File: config.mk
export PLATFORM = sky130hd
export DESIGN_NAME = asi_line_encoder
export DESIGN_NICKNAME = d
export VERILOG_FILES = /design/src/rtl/asi_pkg.sv /design/src/rtl/asi_polarity_tracker.sv /design/src/rtl/asi_rail_driver.sv /design/src/rtl/asi_violation_mon.sv /design/src/rtl/asi_line_encoder.sv
export SDC_FILE = /design/constraint.sdc
export NUM_CORES = 1
export LEC_CHECK = 0
export BUFFER_PORTS_ARGS = -buffer_cell sky130_fd_sc_hd__buf_2
export CORE_AREA = 10 10 47 49
export CTS_CLUSTER_DIAMETER = 150
export DETAILED_ROUTE_END_ITERATION = 12
export DIE_AREA = 0 0 57 59
export PLACE_DENSITY = 0.54
export SYNTH_ARGS = -nofsm -noshare
export SYNTH_HDL_FRONTEND = slang
export SYNTH_SLANG_ARGS = --single-unit
File: constraint.sdc
create_clock -name clk_i -period 0.8 [get_ports clk_i]
set_input_delay 0.12 -clock clk_i [delete_from_list [all_inputs] [get_ports clk_i]]
set_output_delay 0.12 -clock clk_i [all_outputs]
set_load 0.005 [all_outputs]
File: src/rtl/asi_pkg.sv
package asi_pkg;
  typedef enum logic [1:0] {
    SYM_MARK = 2'b00,
    SYM_POS  = 2'b01,
    SYM_NEG  = 2'b10
  } line_sym_e;
endpackage

File: src/rtl/asi_polarity_tracker.sv
module asi_polarity_tracker
  import asi_pkg::*;
#(
  parameter bit FIRST_POS = 1'b1
) (
  input  logic      clk_i,
  input  logic      rst_i,
  input  logic      take_i,
  input  logic      bit_i,
  input  logic      force_en_i,
  input  logic      force_val_i,
  output line_sym_e sym_o
);
  logic pol_q;      // 1: next zero goes out positive
  logic zero_take;
  logic cur_pol;

  assign zero_take = take_i && !bit_i;
  assign cur_pol   = force_en_i ? force_val_i : pol_q;

  always_comb begin
    if (!zero_take) sym_o = SYM_MARK;
    else            sym_o = cur_pol ? SYM_POS : SYM_NEG;
  end

  always_ff @(posedge clk_i) begin
    if (rst_i)          pol_q <= FIRST_POS;
    else if (zero_take) pol_q <= !cur_pol;
  end

  // an unforced zero flips the stored polarity
  a_r5_zero_toggles: assert property (@(posedge clk_i) disable iff (rst_i)
    (zero_take && !force_en_i) |=> (pol_q != $past(pol_q)));
  // a one leaves the stored polarity untouched
  a_r5_mark_holds: assert property (@(posedge clk_i) disable iff (rst_i)
    (take_i && bit_i) |=> $stable(pol_q));
endmodule

File: src/rtl/asi_rail_driver.sv
module asi_rail_driver
  import asi_pkg::*;
(
  input  logic      clk_i,
  input  logic      rst_i,
  input  logic      bit_en_i,
  input  line_sym_e sym_i,
  output logic      pos_rail_o,
  output logic      pos_oe_o,
  output logic      neg_rail_o,
  output logic      neg_oe_o
);
  always_ff @(posedge clk_i) begin
    if (rst_i) begin
      pos_rail_o <= 1'b0;
      neg_rail_o <= 1'b0;
      pos_oe_o   <= 1'b0;
      neg_oe_o   <= 1'b0;
    end else if (bit_en_i) begin
      unique case (sym_i)
        SYM_POS: begin
          pos_rail_o <= 1'b1; neg_rail_o <= 1'b0;
          pos_oe_o   <= 1'b1; neg_oe_o   <= 1'b1;
        end
        SYM_NEG: begin
          pos_rail_o <= 1'b0; neg_rail_o <= 1'b1;
          pos_oe_o   <= 1'b1; neg_oe_o   <= 1'b1;
        end
        default: begin
          pos_rail_o <= 1'b0; neg_rail_o <= 1'b0;
          pos_oe_o   <= 1'b0; neg_oe_o   <= 1'b0;
        end
      endcase
    end
  end

  // a mark floats both rails
  a_r2_mark_floats: assert property (@(posedge clk_i) disable iff (rst_i)
    (bit_en_i && sym_i == SYM_MARK) |=> (!pos_oe_o && !neg_oe_o));
  // an enabled pair always carries opposite data
  a_r3_rails_opposite: assert property (@(posedge clk_i) disable iff (rst_i)
    pos_oe_o |-> ((pos_rail_o != neg_rail_o) && neg_oe_o));
  // nothing moves inside a bit
  a_r7_hold_in_bit: assert property (@(posedge clk_i) disable iff (rst_i)
    !bit_en_i |=> $stable({pos_rail_o, neg_rail_o, pos_oe_o, neg_oe_o}));
endmodule

File: src/rtl/asi_violation_mon.sv
module asi_violation_mon
  import asi_pkg::*;
(
  input  logic      clk_i,
  input  logic      rst_i,
  input  logic      bit_en_i,
  input  line_sym_e sym_i,
  output logic      err_o
);
  logic last_pos_q;
  logic seen_zero_q;
  logic is_pulse;
  logic is_pos;

  assign is_pulse = (sym_i != SYM_MARK);
  assign is_pos   = (sym_i == SYM_POS);

  always_ff @(posedge clk_i) begin
    if (rst_i) begin
      last_pos_q  <= 1'b0;
      seen_zero_q <= 1'b0;
      err_o       <= 1'b0;
    end else if (bit_en_i) begin
      if (is_pulse) begin
        err_o       <= seen_zero_q && (is_pos == last_pos_q);
        last_pos_q  <= is_pos;
        seen_zero_q <= 1'b1;
      end else begin
        err_o <= 1'b0;
      end
    end
  end

  // the flag never rises on a mark
  a_r9_no_err_on_mark: assert property (@(posedge clk_i) disable iff (rst_i)
    (bit_en_i && !is_pulse) |=> !err_o);
endmodule

File: src/rtl/asi_line_encoder.sv
module asi_line_encoder
  import asi_pkg::*;
#(
  parameter bit FIRST_POS = 1'b1
) (
  input  logic clk_i,
  input  logic rst_i,
  input  logic bit_en_i,
  input  logic in_valid_i,
  input  logic in_bit_i,
  output logic in_ready_o,
  input  logic test_pol_en_i,
  input  logic test_pol_val_i,
  output logic pos_rail_o,
  output logic pos_oe_o,
  output logic neg_rail_o,
  output logic neg_oe_o,
  output logic pol_err_o
);
  line_sym_e sym;
  logic      take;

  assign in_ready_o = bit_en_i;
  assign take       = in_valid_i && bit_en_i;

  asi_polarity_tracker #(.FIRST_POS(FIRST_POS)) pol_i (
    .clk_i(clk_i), .rst_i(rst_i), .take_i(take), .bit_i(in_bit_i),
    .force_en_i(test_pol_en_i), .force_val_i(test_pol_val_i), .sym_o(sym)
  );

  asi_rail_driver drv_i (
    .clk_i(clk_i), .rst_i(rst_i), .bit_en_i(bit_en_i), .sym_i(sym),
    .pos_rail_o(pos_rail_o), .pos_oe_o(pos_oe_o),
    .neg_rail_o(neg_rail_o), .neg_oe_o(neg_oe_o)
  );

  asi_violation_mon mon_i (
    .clk_i(clk_i), .rst_i(rst_i), .bit_en_i(bit_en_i), .sym_i(sym),
    .err_o(pol_err_o)
  );

  // a flagged bit is always a driven pulse
  a_r9_err_on_pulse: assert property (@(posedge clk_i) disable iff (rst_i)
    pol_err_o |-> pos_oe_o);
  // outside enable cycles nothing on the input moves the rails
  a_r10_off_cycle_ignored: assert property (@(posedge clk_i) disable iff (rst_i)
    (!bit_en_i && in_valid_i) |=> $stable({pos_rail_o, neg_rail_o, pol_err_o}));
endmodule

; Word level (Yosys, flattened, before mapping)
; Cells that the tools add are included.
[word_totals]
ramBits = 0
regBits = 7
latch_bits = 0
romBits = 0
memories = 0
[op_classes]
n_addsub = 0
n_mul = 0
shift = 0
bitwise_logic = 0
n_reduce_logical = 8
n_mux = 7
div = 0
eq_ne = 3
magnitude_cmp = 0
[op_table]
columns = op, n
row1 = $mux 1, 5
row2 = $mux 2, 2
row3 = $logic_and 1x1->1, 3
row4 = $eq 2x1->1 const B, 1
row5 = $eq 2x2->1 const B, 1
row6 = $logic_not 1->1, 2
row7 = $reduce_and 2->1, 1
row8 = $reduce_bool 2->1, 1
row9 = $reduce_or 2->1, 1
row10 = $eq 1x1->1, 1

; Longest topological paths before layout
[depth]
word_depth = 7
depth_mapped = 4
ltp_nobuf = 3

; Modules after synthesis
; A second synthesis with hierarchy kept.
[hier_totals]
cells_unflattened = 37
hier_area_um2 = 356.6
[modules_own_cells]
columns = mod, area_per_inst_um2, seq_area_each_um2, instances, cells_per_inst
row1 = asi_rail_driver, 138.9, 60.1, 1, 14
row2 = asi_violation_mon, 118.9, 60.1, 1, 12
row3 = asi_polarity_tracker, 85.1, 20.0, 1, 9
row4 = asi_line_encoder, 13.8, 0.0, 1, 2

; Worst setup path before layout
; No wires, ideal clock.
[synth_timing]
kind = register -> register
from = register pol_i.pol_q
to = register mon_i.err_o
stages_incl_launch_ff = 4
setup_ns = 0.118
t_required_ns = 0.682
slack_ns = -0.021
n_path_buf = 0
t_arrival_ns = 0.702
period_less_slack_ns = 0.821
cell_sequence = dfxtp_1 mux2i_4 xnor2_1 o21ai_1
[synth_via]
elab_chain_cells = 7
elab_cells_between_ends = 8
cone_classes = eq/ne: 2 / mux: 4 / reduce/logical: 2
[synth_rtl]
columns = item, line
row1 = start: declaration, asi_polarity_tracker.sv:14  ; logic pol_q;
row2 = start signal: assignment, asi_polarity_tracker.sv:28  ; else if (zero_take) pol_q <= !cur_pol;
row3 = $mux 1 *, asi_polarity_tracker.sv:19  ; assign cur_pol = force_en_i ? force_val_i : pol_q;
row4 = $mux 2 *, asi_polarity_tracker.sv:23  ; else sym_o = cur_pol ? SYM_POS : SYM_NEG;
row5 = $mux 2 *, asi_polarity_tracker.sv:22  ; if (!zero_take) sym_o = SYM_MARK;
row6 = $eq 2x1->1, asi_violation_mon.sv:16  ; assign is_pos = (sym_i == SYM_POS);
row7 = $eq 1x1->1, asi_violation_mon.sv:25  ; err_o <= seen_zero_q && (is_pos == last_pos_q);
row8 = $logic_and 1x1->1, asi_violation_mon.sv:25
row9 = $mux 1 *, asi_violation_mon.sv:24  ; if (is_pulse) begin
row10 = end signal: assignment, asi_violation_mon.sv:25
row11 = end: declaration, asi_violation_mon.sv:8  ; output logic err_o
; Mark *: on every way between the ends. The rest lies on a longest branch, timed or not.
; A chain may end at the register's enable or synchronous reset.

; Final worst setup path
; Same ends and word-level chain as after synthesis.

==> impl_metrics.env <==
export IMPL_outcome="finished, violations left"
export IMPL_violations_in_the_final_reports="setup timing"
export IMPL_vdd_drop_max_uv=616.6
export IMPL_htreeDepth=1
export IMPL_sw_power_uw=177.3
export IMPL_maximum_clock_skew_at_final_layout_ns=0.001848
export IMPL_antenna_violations_before_repair=0
export IMPL_finalHoldWorstSlack_ns=0.1214
export IMPL_multi_input_comb_area_um2=137.6
export IMPL_crit_path_start_kind="flop"
export IMPL_timing_reg2reg_setup_slack_ns=-0.08
export IMPL_synth_top_family_by_area="simple AND/OR/NAND/NOR gates"
export IMPL_ios=13
export IMPL_detailedRoute_firstIterationViolations=4
export IMPL_coreArea_mm2=0.001401
export IMPL_slew_at_the_pin_closest_to_its_max_slew_limit_ns=0.2353
export IMPL_route_final_wire_length_um=681
export IMPL_synth_top_area_cell="sky130_fd_sc_hd__dfxtp_1"
export IMPL_hold_violations=0
export IMPL_worst_setup_path_end_kind="flop"
export IMPL_via_count_of_the_first_global_routing_pass=259
export IMPL_synth_most_common_cell="sky130_fd_sc_hd__dfxtp_1"
export IMPL_ys_seq_area_share_pct=47.46
export IMPL_finalSetupViolCount=7
export IMPL_synthArstFlopShare_pct=0
export IMPL_netlist_area_leader_share_pct=47.46
export IMPL_io_buffers=12
export IMPL_grt_setup_unrepaired="true"
export IMPL_antenna_left=0
export IMPL_num_vias=254
export IMPL_whs_path_depth=2
export IMPL_combPwrFrac_pct=12.8
export IMPL_clock_power_share_pct=39.8
export IMPL_p_sw_share_pct=22.50
export IMPL_postLayoutCellArea_um2=434.2
export IMPL_timing_critical_path_arrival_ns=1.02
export IMPL_drt_pass1_iter_count=2
export IMPL_final_max_slew_viol_count=0
export IMPL_hold_end="drv_i.pos_rail_o"
export IMPL_reg2reg_from="pol_i.pol_q"
export IMPL_ctsRootBufferMaster="sky130_fd_sc_hd__clkbuf_4"
export IMPL_areaGrowthSynthToFinish_pct=47.03
export IMPL_syn_cell_area_um2=295.3
export IMPL_hold_path_startpoint="rst_i"
export IMPL_placement_rows=14
export IMPL_p_leak_nw=0.1932
export IMPL_post_dp_cell_area_um2=364.1
export IMPL_register_area_um2=146.4
export IMPL_remaining_drc_errors=0
export IMPL_synth_xor_area_share_pct=2.966
export IMPL_post_synth_most_frequent_cells="7 x sky130_fd_sc_hd__dfxtp_1, 6 x sky130_fd_sc_hd__nor2_1, 3 x sky130_fd_sc_hd__nand2_1"
export IMPL_drt_vias_per_instance=4.097
export IMPL_timing_critical_path_required_ns=0.94
export IMPL_synth_compound_gate_area_share_pct=14.41
export IMPL_clock_insertion_delay_worst_skew_ns=0.25
export IMPL_max_cap_viol_count=0
export IMPL_synthesized_netlist_net_count=38
export IMPL_worst_r2r_path_depth=3
export IMPL_numCtsBuffers=3
export IMPL_post_synth_inst_count=31
export IMPL_synth_lib_cells_used_distinct=16
export IMPL_reg2reg_to="mon_i.err_o"
export IMPL_clock_sinks=7
export IMPL_post_syn_area_per_cell_um2=9.525
export IMPL_grt_total_usage_pct=4.382
export IMPL_fmaxAchievable_mhz=1136
export IMPL_grt_start_max_net_pins=8
export IMPL_fillerInstances=164
export IMPL_hp_class="in -> reg"
export IMPL_cts_tree="done"
export IMPL_max_slew_margin_pct=83.98
export IMPL_max_fo_critical_path=4
export IMPL_cts_reportedPaths_clkPinSlew_ns=0.05
export IMPL_min_period_over_period_pct=110.0
export IMPL_dieArea_mm2=0.003363
export IMPL_global_route_overflow_total=0
export IMPL_wire_length_of_the_first_global_routing_pass_mm=1.062
export IMPL_timing_worst_setup_path_type="reg -> reg"
export IMPL_post_drt_wl_per_cell_um=10.98
export IMPL_postSynthRegisterBits=7
export IMPL_die_y_extent_um=59
export IMPL_num_antenna_cells=0
export IMPL_final_core_utilization_pct=30.98
export IMPL_yosys_mux_area_fraction_pct=7.627
export IMPL_drive_above_1_share_pct=54.35
export IMPL_synth_simple_gate_area_share_pct=19.49
export IMPL_synth_top_cells_by_area="sky130_fd_sc_hd__dfxtp_1 47%, sky130_fd_sc_hd__mux2i_4 7.6%, sky130_fd_sc_hd__nor2_1 7.6%"
export IMPL_max_clock_path_buffers=2
export IMPL_p_int_uw=610.7
export IMPL_preCtsSetupSlack_ns=-0.07658
export IMPL_cts_hold_repair_buffers=0
export IMPL_die_width_um=57
export IMPL_pwr_share_seq_pct=47.4
export IMPL_timing_final_ws_setup_ns=-0.08004
export IMPL_ys_warnings_count=0
export IMPL_synth_fa_ha_area_share_pct=0
export IMPL_postSynth_topFlopCell="sky130_fd_sc_hd__dfxtp_1"
export IMPL_final_net_count=54
export IMPL_start_util_pct=21.07
export IMPL_gpl_final_weighted_congestion=0.6391
export IMPL_finalCriticalPeriod_ns=0.8800
export IMPL_synth_enable_flop_cells=0
export IMPL_power_density_mw_per_mm2=1815
## cell usage in the layout, fill, tap and decap left out, drive strengths merged
cell	instances
a21oi	2
o21a	1
nor2	6
and3b	1
a2bb2oi	1
nand3b	2
clkbuf	4
mux2i	1
nand2	3
dfxtp	7
o21ai	1
xnor2	1
buf	14
a22oi	1
inv	1
## critical path, cell delays in order, from the launching register on
cell and delay [ns]:
sky130_fd_sc_hd__dfxtp_2 0.33, sky130_fd_sc_hd__mux2i_4 0.22, sky130_fd_sc_hd__xnor2_1 0.15, sky130_fd_sc_hd__o21ai_1 0.07
## worst max path at each step
stage,startpoint,to,slack [ns],cells past startpoint
finish,pol_i.pol_q,mon_i.err_o,-0.08,3
global route,pol_i.pol_q,mon_i.err_o,-0.12,3
CTS,pol_i.pol_q,drv_i.pos_rail_o,-0.07,3
detailed placement,in_bit_i,mon_i.last_pos_q,-0.08,4
global placement,pol_i.pol_q,mon_i.err_o,-0.06,3
floorplan,pol_i.pol_q,drv_i.pos_rail_o,-0.01,3
## what timing repair did
action	CTS	global route
resized for setup	3	6
pin swaps	2	0
buffers inserted	1	0
endpoints found under the hold margin	0	0
endpoints found under the setup margin	9	9
## sequential cells by signal (all words and copies together) (netlist names)
signal and count:
mon_i.last_pos_q 1, mon_i.seen_zero_q 1, drv_i.neg_rail_o 1, drv_i.neg_oe_o 1
mon_i.err_o 1, drv_i.pos_rail_o 1, pol_i.pol_q 1
## power by group through the flow
stage	clock network [mW]	logic (mW)	registers, mW
finish	0.313	0.101	0.373
global route	0.357	0.113	0.374
CTS	0.325	0.0926	0.371
detailed placement	0	0.0907	0.378
global placement	0	0.0904	0.377
floorplan	0	0.0536	0.378
## cell families after synthesis
group,count (synthesis)
buffers and inverters,4
multiplexers,1
AO/OA/AOI/OAI,6
AND/OR/NAND/NOR,12
XOR/XNOR,1
flip-flops,7
## per-stage QoR
stage,setup TNS [ns],total power [mW],cells
after detailed placement,-0.2736,0.4685,57
final,-0.2342,0.7880,62
after global routing,-0.5847,0.8435,62
after floorplan,-0.01538,0.4312,31
after global placement,-0.1725,0.4678,57
after CTS,-0.2431,0.7884,62
## cell type report
| type | count | share of cell area [%] |
|---|---|---|
| multi-input cells | 20 | 31.70 |
| well taps | 16 | 4.611 |
| repair buffers | 14 | 23.05 |
| clock buffers | 4 | 6.052 |
| inverters | 1 | 0.8646 |
| flip-flops and latches | 7 | 33.72 |
## per-layer routing
| metal | vias to the layer above | GRT usage [%] | share of wire (%) | wire length (um) |
|---|---|---|---|---|
| met5 | - | 0 | 0 | 0 |
| met2 | 11 | 5.271 | 40 | 271 |
| met3 | 4 | 4.292 | 14 | 98 |
| met1 | 107 | 3.842 | 41 | 282 |
| met4 | 0 | 5.034 | 4.1 | 28 |
| li1 | 132 | - | - | - |
Note: power is estimated with default switching activity, not from simulation.
